**src/rtl/sat_pkg.sv**
```systemverilog
package sat_pkg;

  typedef enum logic [1:0] {
    TONE_NONE = 2'b00,
    TONE_LO   = 2'b01,
    TONE_MID  = 2'b10,
    TONE_HI   = 2'b11
  } tone_code_t;

  // Rounded phase step for a tone of freq_hz in an accumulator of acc_w bits.
  function automatic longint phase_inc(input int freq_hz, input int clk_hz, input int acc_w);
    longint num;
    num = (longint'(freq_hz) << acc_w) + longint'(clk_hz) / 2;
    return num / longint'(clk_hz);
  endfunction

endpackage

```
**src/rtl/sat_sync_edge.sv**
```systemverilog
module sat_sync_edge #(
  parameter int STAGES = 2
) (
  input  logic clk,
  input  logic rst_n,
  input  logic din,
  output logic rise
);
  logic [STAGES-1:0] sync_q, sync_d;
  logic              last_q, last_d;

  always_comb begin
    sync_d = {sync_q[STAGES-2:0], din};
    last_d = sync_q[STAGES-1];
  end

  always_ff @(posedge clk or negedge rst_n) begin
    if (!rst_n) begin
      sync_q <= '0;
      last_q <= 1'b0;
    end else begin
      sync_q <= sync_d;
      last_q <= last_d;
    end
  end

  assign rise = sync_q[STAGES-1] & ~last_q;

endmodule

```
**src/rtl/sat_tone_gen.sv**
```systemverilog
module sat_tone_gen
  import sat_pkg::*;
#(
  parameter int CLK_HZ = 8064000,
  parameter int ACC_W  = 24,
  parameter int F_LO   = 5970,
  parameter int F_MID  = 6000,
  parameter int F_HI   = 6030
) (
  input  logic       clk,
  input  logic       rst_n,
  input  logic       en,
  input  tone_code_t sel,
  output logic       tx
);
  localparam logic [ACC_W-1:0] STEP_LO  = ACC_W'(phase_inc(F_LO,  CLK_HZ, ACC_W));
  localparam logic [ACC_W-1:0] STEP_MID = ACC_W'(phase_inc(F_MID, CLK_HZ, ACC_W));
  localparam logic [ACC_W-1:0] STEP_HI  = ACC_W'(phase_inc(F_HI,  CLK_HZ, ACC_W));

  logic [ACC_W-1:0] acc_q, acc_d, step;
  logic             active;

  always_comb begin
    active = en && (sel != TONE_NONE);
    unique case (sel)
      TONE_LO:  step = STEP_LO;
      TONE_MID: step = STEP_MID;
      TONE_HI:  step = STEP_HI;
      default:  step = '0;
    endcase
    acc_d = active ? acc_q + step : '0;
  end

  always_ff @(posedge clk or negedge rst_n) begin
    if (!rst_n) acc_q <= '0;
    else        acc_q <= acc_d;
  end

  assign tx = acc_q[ACC_W-1];

  // an idle generator leaves the output low one edge later
  a_r4_tx_quiet: assert property (@(posedge clk) disable iff (!rst_n)
    !active |=> !tx);

endmodule

```
**src/rtl/sat_tone_det.sv**
```systemverilog
module sat_tone_det
  import sat_pkg::*;
#(
  parameter int CLK_HZ = 8064000,
  parameter int EDGES  = 16,
  parameter int F_LO   = 5970,
  parameter int F_MID  = 6000,
  parameter int F_HI   = 6030
) (
  input  logic       clk,
  input  logic       rst_n,
  input  logic       rise,
  output tone_code_t code,
  output logic       code_chg
);
  localparam int NOM_LO  = (CLK_HZ * EDGES) / F_LO;
  localparam int NOM_MID = (CLK_HZ * EDGES) / F_MID;
  localparam int NOM_HI  = (CLK_HZ * EDGES) / F_HI;
  localparam int BND_LM  = (NOM_LO + NOM_MID + 1) / 2;
  localparam int BND_MH  = (NOM_MID + NOM_HI + 1) / 2;
  localparam int CNT_MAX = NOM_LO + (NOM_LO - NOM_MID) / 2;
  localparam int CNT_MIN = NOM_HI - (NOM_MID - NOM_HI) / 2;
  localparam int CW      = $clog2(CNT_MAX + 2);
  localparam int EW      = (EDGES > 1) ? $clog2(EDGES) : 1;

  localparam logic [CW-1:0] LIM_MAX = CW'(CNT_MAX);
  localparam logic [CW-1:0] LIM_MIN = CW'(CNT_MIN);
  localparam logic [CW-1:0] LIM_LM  = CW'(BND_LM);
  localparam logic [CW-1:0] LIM_MH  = CW'(BND_MH);
  localparam logic [EW-1:0] LAST_E  = EW'(EDGES - 1);

  logic          armed_q, armed_d;
  logic [EW-1:0] ecnt_q, ecnt_d;
  logic [CW-1:0] cyc_q, cyc_d, cyc_inc;
  tone_code_t    prev_q, prev_d, code_q, code_d, meas;
  logic          start, done, tmo, meas_valid;

  always_comb begin
    cyc_inc = cyc_q + 1'b1;
    start   = !armed_q && rise;
    done    = armed_q && rise && (ecnt_q == LAST_E);
    tmo     = !start && !done && (cyc_inc > LIM_MAX);
    meas_valid = done || tmo;

    meas = TONE_NONE;
    if (done) begin
      if      (cyc_inc >= LIM_LM && cyc_inc <= LIM_MAX) meas = TONE_LO;
      else if (cyc_inc >= LIM_MH && cyc_inc <  LIM_LM)  meas = TONE_MID;
      else if (cyc_inc >= LIM_MIN && cyc_inc < LIM_MH)  meas = TONE_HI;
    end

    armed_d = armed_q;
    ecnt_d  = ecnt_q;
    cyc_d   = cyc_inc;
    if (start) begin
      armed_d = 1'b1;
      ecnt_d  = '0;
      cyc_d   = '0;
    end else if (done) begin
      ecnt_d  = '0;
      cyc_d   = '0;
    end else if (tmo) begin
      armed_d = 1'b0;
      ecnt_d  = '0;
      cyc_d   = '0;
    end else if (armed_q && rise) begin
      ecnt_d  = ecnt_q + 1'b1;
    end

    prev_d = prev_q;
    code_d = code_q;
    if (meas_valid) begin
      prev_d = meas;
      if (meas == prev_q) code_d = meas;
    end
    code_chg = (code_d != code_q);
  end

  always_ff @(posedge clk or negedge rst_n) begin
    if (!rst_n) begin
      armed_q <= 1'b0;
      ecnt_q  <= '0;
      cyc_q   <= '0;
      prev_q  <= TONE_NONE;
      code_q  <= TONE_NONE;
    end else begin
      armed_q <= armed_d;
      ecnt_q  <= ecnt_d;
      cyc_q   <= cyc_d;
      prev_q  <= prev_d;
      code_q  <= code_d;
    end
  end

  assign code = code_q;

  // the period counter never runs past the upper window limit
  a_r7_count_bounded: assert property (@(posedge clk) disable iff (!rst_n)
    cyc_q <= LIM_MAX);

  // the reported code moves only right after a finished measurement
  a_r6_moves_on_meas: assert property (@(posedge clk) disable iff (!rst_n)
    !$stable(code_q) |-> $past(meas_valid));

  // the new code equals the measurement that preceded it
  a_r6_two_agree: assert property (@(posedge clk) disable iff (!rst_n)
    !$stable(code_q) |-> (code_q == $past(prev_q)));

endmodule

```
**src/rtl/sat_tone_mgr.sv**
```systemverilog
module sat_tone_mgr
  import sat_pkg::*;
#(
  parameter int CLK_HZ = 8064000,
  parameter int EDGES  = 16,
  parameter int ACC_W  = 24,
  parameter int F_LO   = 5970,
  parameter int F_MID  = 6000,
  parameter int F_HI   = 6030
) (
  input  logic       clk,
  input  logic       rst_n,
  input  logic       reg_wr,
  input  logic       reg_addr,
  input  logic [7:0] reg_wdata,
  output logic [7:0] reg_rdata,
  input  logic       rx_tone,
  output logic       tx_tone,
  output logic [1:0] tone_code,
  output logic       irq
);
  logic [1:0] rst_sync_q;
  logic       rst_n_i;

  always_ff @(posedge clk or negedge rst_n) begin
    if (!rst_n) rst_sync_q <= 2'b00;
    else        rst_sync_q <= {rst_sync_q[0], 1'b1};
  end
  assign rst_n_i = rst_sync_q[1];

  logic       tx_en_q, tx_en_d, loop_q, loop_d, irq_q, irq_d;
  tone_code_t fsel_q, fsel_d, det_code, gen_sel;
  logic       det_chg, rise, wr_ctrl, wr_stat;
  logic       unused_wbits;

  assign unused_wbits = ^reg_wdata[7:4];

  always_comb begin
    wr_ctrl = reg_wr && !reg_addr;
    wr_stat = reg_wr &&  reg_addr;
    tx_en_d = wr_ctrl ? reg_wdata[0] : tx_en_q;
    fsel_d  = wr_ctrl ? tone_code_t'(reg_wdata[2:1]) : fsel_q;
    loop_d  = wr_ctrl ? reg_wdata[3] : loop_q;
    irq_d   = irq_q;
    if (wr_stat && reg_wdata[2]) irq_d = 1'b0;
    if (det_chg)                 irq_d = 1'b1;
    gen_sel = loop_q ? det_code : fsel_q;
  end

  always_ff @(posedge clk or negedge rst_n_i) begin
    if (!rst_n_i) begin
      tx_en_q <= 1'b0;
      fsel_q  <= TONE_NONE;
      loop_q  <= 1'b0;
      irq_q   <= 1'b0;
    end else begin
      tx_en_q <= tx_en_d;
      fsel_q  <= fsel_d;
      loop_q  <= loop_d;
      irq_q   <= irq_d;
    end
  end

  always_comb begin
    if (!reg_addr) reg_rdata = {4'b0000, loop_q, fsel_q, tx_en_q};
    else           reg_rdata = {5'b00000, irq_q, det_code};
  end

  sat_sync_edge #(.STAGES(2)) u_sync (
    .clk  (clk),
    .rst_n(rst_n_i),
    .din  (rx_tone),
    .rise (rise)
  );

  sat_tone_det #(
    .CLK_HZ(CLK_HZ), .EDGES(EDGES), .F_LO(F_LO), .F_MID(F_MID), .F_HI(F_HI)
  ) u_det (
    .clk     (clk),
    .rst_n   (rst_n_i),
    .rise    (rise),
    .code    (det_code),
    .code_chg(det_chg)
  );

  sat_tone_gen #(
    .CLK_HZ(CLK_HZ), .ACC_W(ACC_W), .F_LO(F_LO), .F_MID(F_MID), .F_HI(F_HI)
  ) u_gen (
    .clk  (clk),
    .rst_n(rst_n_i),
    .en   (tx_en_q),
    .sel  (gen_sel),
    .tx   (tx_tone)
  );

  assign tone_code = det_code;
  assign irq       = irq_q;

  // a code change leaves the flag raised
  a_r9_flag_on_change: assert property (@(posedge clk) disable iff (!rst_n_i)
    !$stable(tone_code) |-> irq);

  // only a clear write drops the flag
  a_r9_flag_sticky: assert property (@(posedge clk) disable iff (!rst_n_i)
    (irq && !(reg_wr && reg_addr && reg_wdata[2])) |=> irq);

  // in loopback a lost tone silences the transmitter
  a_r8_loop_silent: assert property (@(posedge clk) disable iff (!rst_n_i)
    (loop_q && tone_code == 2'b00) |=> !tx_tone);

endmodule

```
**config.mk**
```make
export PLATFORM = sky130hd
export DESIGN_NAME = sat_tone_mgr
export DESIGN_NICKNAME = d
export VERILOG_FILES = /design/src/rtl/sat_pkg.sv /design/src/rtl/sat_sync_edge.sv /design/src/rtl/sat_tone_gen.sv /design/src/rtl/sat_tone_det.sv /design/src/rtl/sat_tone_mgr.sv
export SDC_FILE = /design/constraint.sdc
export NUM_CORES = 1
export LEC_CHECK = 0
export ABC_AREA = 1
export CORE_ASPECT_RATIO = 0.9
export CORE_MARGIN = 5
export CORE_UTILIZATION = 30
export DETAILED_ROUTE_END_ITERATION = 16
export HOLD_SLACK_MARGIN = 0.02
export SLEW_MARGIN = 20
export SYNTH_ARGS = -nofsm -noshare
export SYNTH_HDL_FRONTEND = slang
export SYNTH_SLANG_ARGS = --single-unit
```
**constraint.sdc**
```tcl
create_clock -name clk -period 2 [get_ports clk]
set_input_delay 0.2 -clock clk [delete_from_list [all_inputs] [get_ports clk]]
set_output_delay 0.2 -clock clk [all_outputs]
set_load 0.01 [all_outputs]
```
==> out/qor.csv, run 1 <==
stage;metric;value;unit
run_status;run_status;finished with violations;
run_status;failed_checks;negative setup slack;
die;core.rowCount;39;
clock_tree;clk-insertion-delay-late;0.33;ns
layout;post-route-cell-area;0.00620;sq mm
global_route;grt_ovf;0;
route;drtPass1Iterations;5;
die;coreArea;0.0125;sq mm
layout;final_layout_size_suffix_gt1_share;49.0;%
clock_tree;cts_tree;yes;
sta;max_freq;347;MHz
clock_tree;clk_path_buf_depth;2;
route;initialDrtViolationCount;240;
sta;rsz0062_at_grt;true;
setup_path;worstPathCellList;nand2_2, o21ai_4, ha_4, inv_4, ha_4, fa_2, nand3_2, nand2_2, nand2_2, o21ai_2, nand2_1, a21oi_2, inv_2, nor2_4, nand3_2, nand2_1, nand2_2, nor2_4, buf_6, and3_4, nor3_2;
setup_path;crit_buf_inv;3;
placement;gp_congestion;0.831;
route;drt.antenna.violating_nets;0;
die;die_outline_area;0.0150;sq mm
setup_path;worst-path-max-fanout;5;
sta;finalSetupViolCount;46;
global_route;wire_length_of_the_first_global_routing_pass;17200;microns
setup_path;worst_setup_path_end_kind;flop;
layout;layout.cells.most_common_list;92 x buf_4, 79 x nand2_1, 54 x dfrtp_1;
route;wl;11000;microns
run;timing.max_cap.violations;0;
global_route;grt_pass1_vias;3873;
layout;final_common_cell;buf_4;
setup_path;ws_path_type;reg2reg;
setup_path;critPathTopFamily;simple AND/OR/NAND/NOR gates;
clock_tree;worst_setup_hold_path_clk_slew;0.05;ns
die;io_pins;25;
placement;place_area;0.00490;sq mm
layout;fillerInstances;1070;
route;vias_per_cell;4.74;
layout;register_area;0.00146;sq mm
placement;dp_cells;772;
sta;fin_tns_setup;-22.71;ns
setup_path;data_required_time_of_the_critical_path;2.19;ns
global_route;groute.usage.overall;14.2;%
global_route;antenna_found_initial;0;
logic_synthesis;syn-cell-area;0.00379;sq mm
setup_path;worst-endpoint-arrival;3.08;ns
clock_tree;cts_sinks;58;
setup_path;startpoint_type;flop;
logic_synthesis;yosysWarnings;0;
setup_path;critical-path-slowest-cell;dfrtp_2;
global_route;grt_start_max_net_pins;57;
sta;timing.final.crit_share;144;%
clock_tree;clk_root_buffer_cell;clkbuf_16;
setup_path;largest_stage_delay_on_the_critical_path;0.47;ns
die;start_util;30.2;%
sta;final.hold.worst_slack;0.0401;ns
clock_tree;holdBufCountCts;0;
setup_path;timing.critical_path.mode_cell;nand2_2;
logic_synthesis;ys_ff_latch;58;
power_and_ir_drop;pwr_density_cell;969;mW/mm^2
placement;pre_cts_ws;-0.916;ns
logic_synthesis;syn_inst;515;
layout;antennaDiodeCount;0;
die;die_x;128;microns
sta;timing_max_transition_violations_final;0;
logic_synthesis;synth-seq-area-share;38.3;%
sta;timing.final.crit_period;2.88;ns
layout;nNetsFinal;684;
sta;timing.final.hold_violations;0;
logic_synthesis;synthesis.area_per_instance;7.35;sq um
route;drc_violations_left;0;
layout;multi_input_area;0.00281;sq mm
clock_tree;cts-buffers-inserted;9;
logic_synthesis;synth_cell_type_count;40;
layout;finish.cell_count_without_fillers;823;
clock_tree;cts-htree-levels;3;
route;drt-wirelength-per-cell;13.4;microns
sta;setup_slack;-0.884;ns
die;die_h;117;microns
route;count_of_vias_placed_by_the_detailed_router;3901;
layout;synthToLayoutAreaGrowth;63.7;%
placement;numPortBuffers;16;
power_and_ir_drop;total_leakage_power;2.83;nW
placement;post-dp-hpwl;6820;microns
power_and_ir_drop;ir_drop;520;uV
sta;finClkSkew;0.00585;ns
hold_path;worstHoldPathType;in2async;
-- kinds of logic after synthesis --
| family | Yosys count | synth area share, % |
|---|---|---|
| AO/OA/AOI/OAI | 62 | 9.06 |
| multiplexers | 2 | 0.595 |
| adder cells (fa/ha/maj) | 17 | 5.82 |
| other | 2 | 0.198 |
| AND/OR/NAND/NOR | 301 | 37.9 |
| flip-flops | 58 | 38.3 |
| buffers and inverters | 70 | 7.37 |
| XOR/XNOR | 3 | 0.694 |
-- worst reg2reg max path, delay by kind of cell, from the launching register on --
kind | cells | cell delay (ns)
adders and majority gates | 3 | 0.52
buffers and inverters | 3 | 0.24
and+or+nand+nor | 12 | 1.13
AOI/OAI and AO/OA | 3 | 0.39
DFF | 1 | 0.47
-- cell usage after synthesis (all sizes together) --
cell type	instances	area [sq um]
conb	2	7.51
nor3b	3	22.5
o32ai	1	8.76
nor2	90	405
fa	1	20.0
ha	16	200
a41oi	1	8.76
a21o	1	7.51
o31ai	1	7.51
nand3	39	238
xnor2	3	26.3
o21ba	1	10.0
nor3	10	50.1
dfrtp	58	1450
o21a	1	7.51
clkbuf	2	7.51
nand2	138	581
nor2b	2	12.5
inv	62	233
buf	5	35.0
a21oi	30	150
mux2	2	22.5
and3b	1	8.76
clkinv	1	3.75
o21ai	25	136
nor4	2	12.5
and3	1	6.26
a31oi	1	6.26
nand4	15	100
-- power by group --
group          switching (mW)  total (mW)  internal (mW)
sequential              0.205        1.58           1.38
clock                   0.552        1.71           1.16
combinational            1.42        2.71           1.29
-- cell type report --
class | count | area share (%)
Inverter | 63 | 4.06
Timing Repair Buffer | 131 | 18.5
Multi-Input combinational cell | 391 | 45.3
Clock buffer | 12 | 4.14
Tap cell | 164 | 3.31
Sequential cell | 58 | 23.5
Clock inverter | 4 | 1.19
-- worst paths after layout --
kind / depth (start not counted) / startpoint / to / slack, ns
min: 1 / rst_n / rst_sync_q[0] / 0.04
min reg2reg: 1 / rst_sync_q[1] / u_gen.acc_q[19] / 0.27
max reg2reg: 21 / loop_q / u_gen.acc_q[20] / -0.88
max: 21 / loop_q / u_gen.acc_q[20] / -0.88
min in group clk: 0 / u_sync.sync_q[0] / u_sync.sync_q[1] / 0.35
max in group asynchronous: 1 / rst_sync_q[1] / u_det.cyc_q[3] / 1.48
-- flip-flops by register name (all words and copies together) (netlist names) --
signal / flops
rst_sync_q: 2
u_sync.sync_q: 2
irq: 1
u_sync.last_q: 1
u_det.prev_q: 2
fsel_q: 2
loop_q: 1
tx_en_q: 1
u_det.code: 2
u_det.cyc_q: 15
u_gen.acc_q: 24
u_det.ecnt_q: 4
u_det.armed_q: 1
-- timing repair --
item / in CTS / in global routing
gates resized for setup: 84 / 111
gates cloned: 2 / 0
buffers inserted: 25 / 13
endpoints found under the setup margin: 45 / 46
pin swaps: 45 / 59
endpoints found under the hold margin: 0 / 0
-- layer usage --
metal	share of wire [%]	track usage, %	vias to the layer above
met5	0	0	-
met4	2.0	6.15	0
met3	3.4	2.70	21
met2	51	24.5	65
met1	43	17.3	1869
li1	-	-	1946
-- stage by stage --
step / util, % / power [mW]
global route: 49.4 / 6.37
global placement: 39.1 / 3.54
detailed placement: 39.1 / 3.59
floorplan: - / 2.68
CTS: 45.7 / 5.68
finish: 49.4 / 6.01
Power figures use the tool's default switching activity.
==> inputs of run 2 (changes only) <==
CTS_CLUSTER_SIZE = 24   (was not set)
clock period = 3.2 ns   (was 2 ns; I/O delays follow)
==> out/qor.csv, run 2 (same netlist as run 1, synthesis figures left out) <==
stage;metric;value;unit;change
route;drc_violations_left;0;;unchanged
sta;finalSetupViolCount;0;;-100%
sta;timing.final.hold_violations;0;;unchanged
setup_path;regToRegSetupSlack;0.20;ns;+1.09 ns
route;drt.antenna.violating_nets;0;;unchanged
die;coreArea;0.0125;sq mm;unchanged
sta;timing_max_transition_violations_final;0;;unchanged
clock_tree;clk_root_buffer_cell;clkbuf_16;;
power_and_ir_drop;total_leakage_power;2.17;nW;-23%
setup_path;worst-path-max-fanout;5;;unchanged
sta;max_slew.worst_pin.slew;0.628;ns;
die;die_h;117;microns;unchanged
layout;final_common_cell;nand2_1;;
route;vias_per_cell;4.67;;-1.5%
placement;numPortBuffers;16;;unchanged
die;die_outline_area;0.0150;sq mm;unchanged
global_route;wire_length_of_the_first_global_routing_pass;14300;microns;-17%
layout;largest_register_ff_count;24;;unchanged
setup_path;worst_setup_path_end_kind;flop;;
setup_path;data_required_time_of_the_critical_path;3.44;ns;+1.25 ns
die;io_pins;25;;unchanged
global_route;grt_ovf;0;;unchanged
layout;fillerInstances;1252;;+17%
run;timing.max_cap.violations;0;;unchanged
setup_path;timing.reg2reg.worst_path_depth;20;;-4.8%
route;initialDrtViolationCount;151;;-37%
layout;largest-register;u_gen.acc_q;;
setup_path;startpoint_type;flop;;
clock_tree;cts-htree-levels;3;;unchanged
layout;synthToLayoutAreaGrowth;21.4;%;
sta;max_freq;334;MHz;-3.7%
layout;fin_util;36.6;%;-13 points
clock_tree;cts-buffers-inserted;9;;unchanged
setup_path;worst-endpoint-arrival;3.23;ns;+0.15 ns
sta;timing.final.crit_share;93.6;%;-51 points
route;count_of_vias_placed_by_the_detailed_router;3367;;-14%
layout;antennaDiodeCount;0;;unchanged
placement;post-dp-hpwl;6190;microns;-9.3%
global_route;grt_start_max_net_pins;30;;-47%
sta;timing.final.crit_period;3.00;ns;+0.112 ns
sta;finClkSkew;0.00498;ns;-0.000863 ns
setup_path;startpoint_of_the_lowest_slack_register_to_register_path;loop_q;;
die;start_util;30.2;%;unchanged
route;wl;8080;microns;-27%
die;core.rowCount;39;;unchanged
hold_path;worstHoldPathType;in2async;;
setup_path;endpoint_of_the_worst_register_to_register_path;u_gen.acc_q[20];;
sta;slew_headroom;58.1;%;
layout;layout.cells.most_common_list;117 x nand2_1, 75 x nor2_1, 57 x dfrtp_1;;
setup_path;ws_path_type;reg2reg;;
setup_path;crit_start;loop_q;;
placement;gp_congestion;0.821;;-1.2%
clock_tree;cts_sinks;58;;unchanged
die;die_x;128;microns;unchanged
layout;final_layout_size_suffix_gt1_share;16.3;%;-33 points
power_and_ir_drop;pwr_density_cell;639;mW/mm^2;-34%
clock_tree;clk_path_buf_depth;2;;unchanged
sta;fin_tns_setup;0;ns;+22.71 ns
global_route;antenna_found_initial;0;;unchanged
clock_tree;holdBufCountCts;0;;unchanged
global_route;groute.usage.overall;11.5;%;-2.7 points
clock_tree;clk-insertion-delay-late;0.33;ns;about the same
clock_tree;worst_setup_hold_path_clk_slew;0.05;ns;about the same
clock_tree;cts_tree;yes;;
power_and_ir_drop;ir_drop;363;uV;-30%
global_route;grt_pass1_vias;3279;;-15%
route;drt-wirelength-per-cell;11.2;microns;-16%
route;drtPass1Iterations;4;;-1
layout;layout_top_registers;u_gen.acc_q (24), u_det.cyc_q (15), u_det.ecnt_q (4);;
run_status;run_status;complete, no violations;;
layout;nNetsFinal;582;;-15%
==> run 2: cell types whose count changed in the layout (fill, tap and decap cells not counted), moves of 13 or more <==
cell     change
nand2_1     +38
buf_4       -78
a21oi_1     +13
buf_6       -19
nor2_1      +32
nor2_4      -26
nand2_4     -13
nand2_2     -25
==> run 2: through the flow <==
step | instance area [sq um] | instances | total power [mW] | hold WS [ns] | setup slack (ns)
2_1_floorplan | 3800 | 518 | 1.62 | 0.0244 | 0.147
3_3_place_gp | 4220 | 704 | 1.84 | 0.317 | 0.0121
3_5_place_dp | 4220 | 704 | 1.87 | 0.321 | -0.153
4_1_cts | 4560 | 720 | 2.95 | 0.147 | 0.00437
5_1_grt | 4600 | 721 | 3.16 | 0.153 | -0.0174
6_report | 4600 | 721 | 2.94 | 0.155 | 0.204
==> run 2: area by class of cell <==
cell class / instances / area (sq um) / area share [%]
sequential: 58 / 1450 / 31.6
multi-input combinational: 390 / 2110 / 45.8
clock inverter: 4 / 73.8 / 1.61
clock buffer: 12 / 256 / 5.58
inverter: 63 / 236 / 5.15
tap: 164 / 205 / 4.47
timing repair buffer: 30 / 265 / 5.77
==> run 2: timing repair <==
| item | 4_1_cts | 5_1_grt |
|---|---|---|
| pin swaps | 0 | 3 |
| buffers inserted | 0 | 1 |
| gates cloned | 0 | 0 |
| setup endpoints to repair | 3 | 11 |
| gates resized for setup | 3 | 12 |
==> run 2: how the worst max path moves through the flow <==
stage | cells past startpoint | endpoint
floorplan | 22 | u_gen.acc_q[22]
global placement | 20 | u_gen.acc_q[22]
detailed placement | 20 | u_gen.acc_q[22]
CTS | 21 | u_gen.acc_q[22]
global route | 20 | u_gen.acc_q[18]
finish | 20 | u_gen.acc_q[20]
==> run 2: worst max-delay path, cell delays in order, from the launching register on <==
cell     delay (ns)
dfrtp_1        0.42
o21ai_1        0.26
ha_1           0.24
inv_2          0.06
ha_4           0.16
fa_1           0.44
nand3_1        0.08
nand2_1        0.07
nand2_1        0.10
o21ai_2        0.07
nand2_1        0.08
a21oi_2        0.06
inv_1          0.06
nor2_2         0.05
nand3_1        0.09
nand2_1        0.07
nand2_1        0.14
nor2_2         0.06
buf_4          0.13
and3_1         0.14
nor3_1         0.14
==> run 2: where the power goes <==
group          internal (mW)  switching (mW)  leakage [nW]  total (mW)
Combinational          0.338           0.572          1.25       0.910
Clock                  0.723           0.327         0.163        1.05
Sequential             0.858           0.120         0.755       0.978
==> run 2: routing by layer <==
metal  global-route usage, %  wire (microns)  vias up
met5                       0               0        -
met4                    3.32              71        0
met3                    3.20             271       10
met2                    19.3            3870       48
met1                    14.6            3870     1578
li1                        -               -     1731
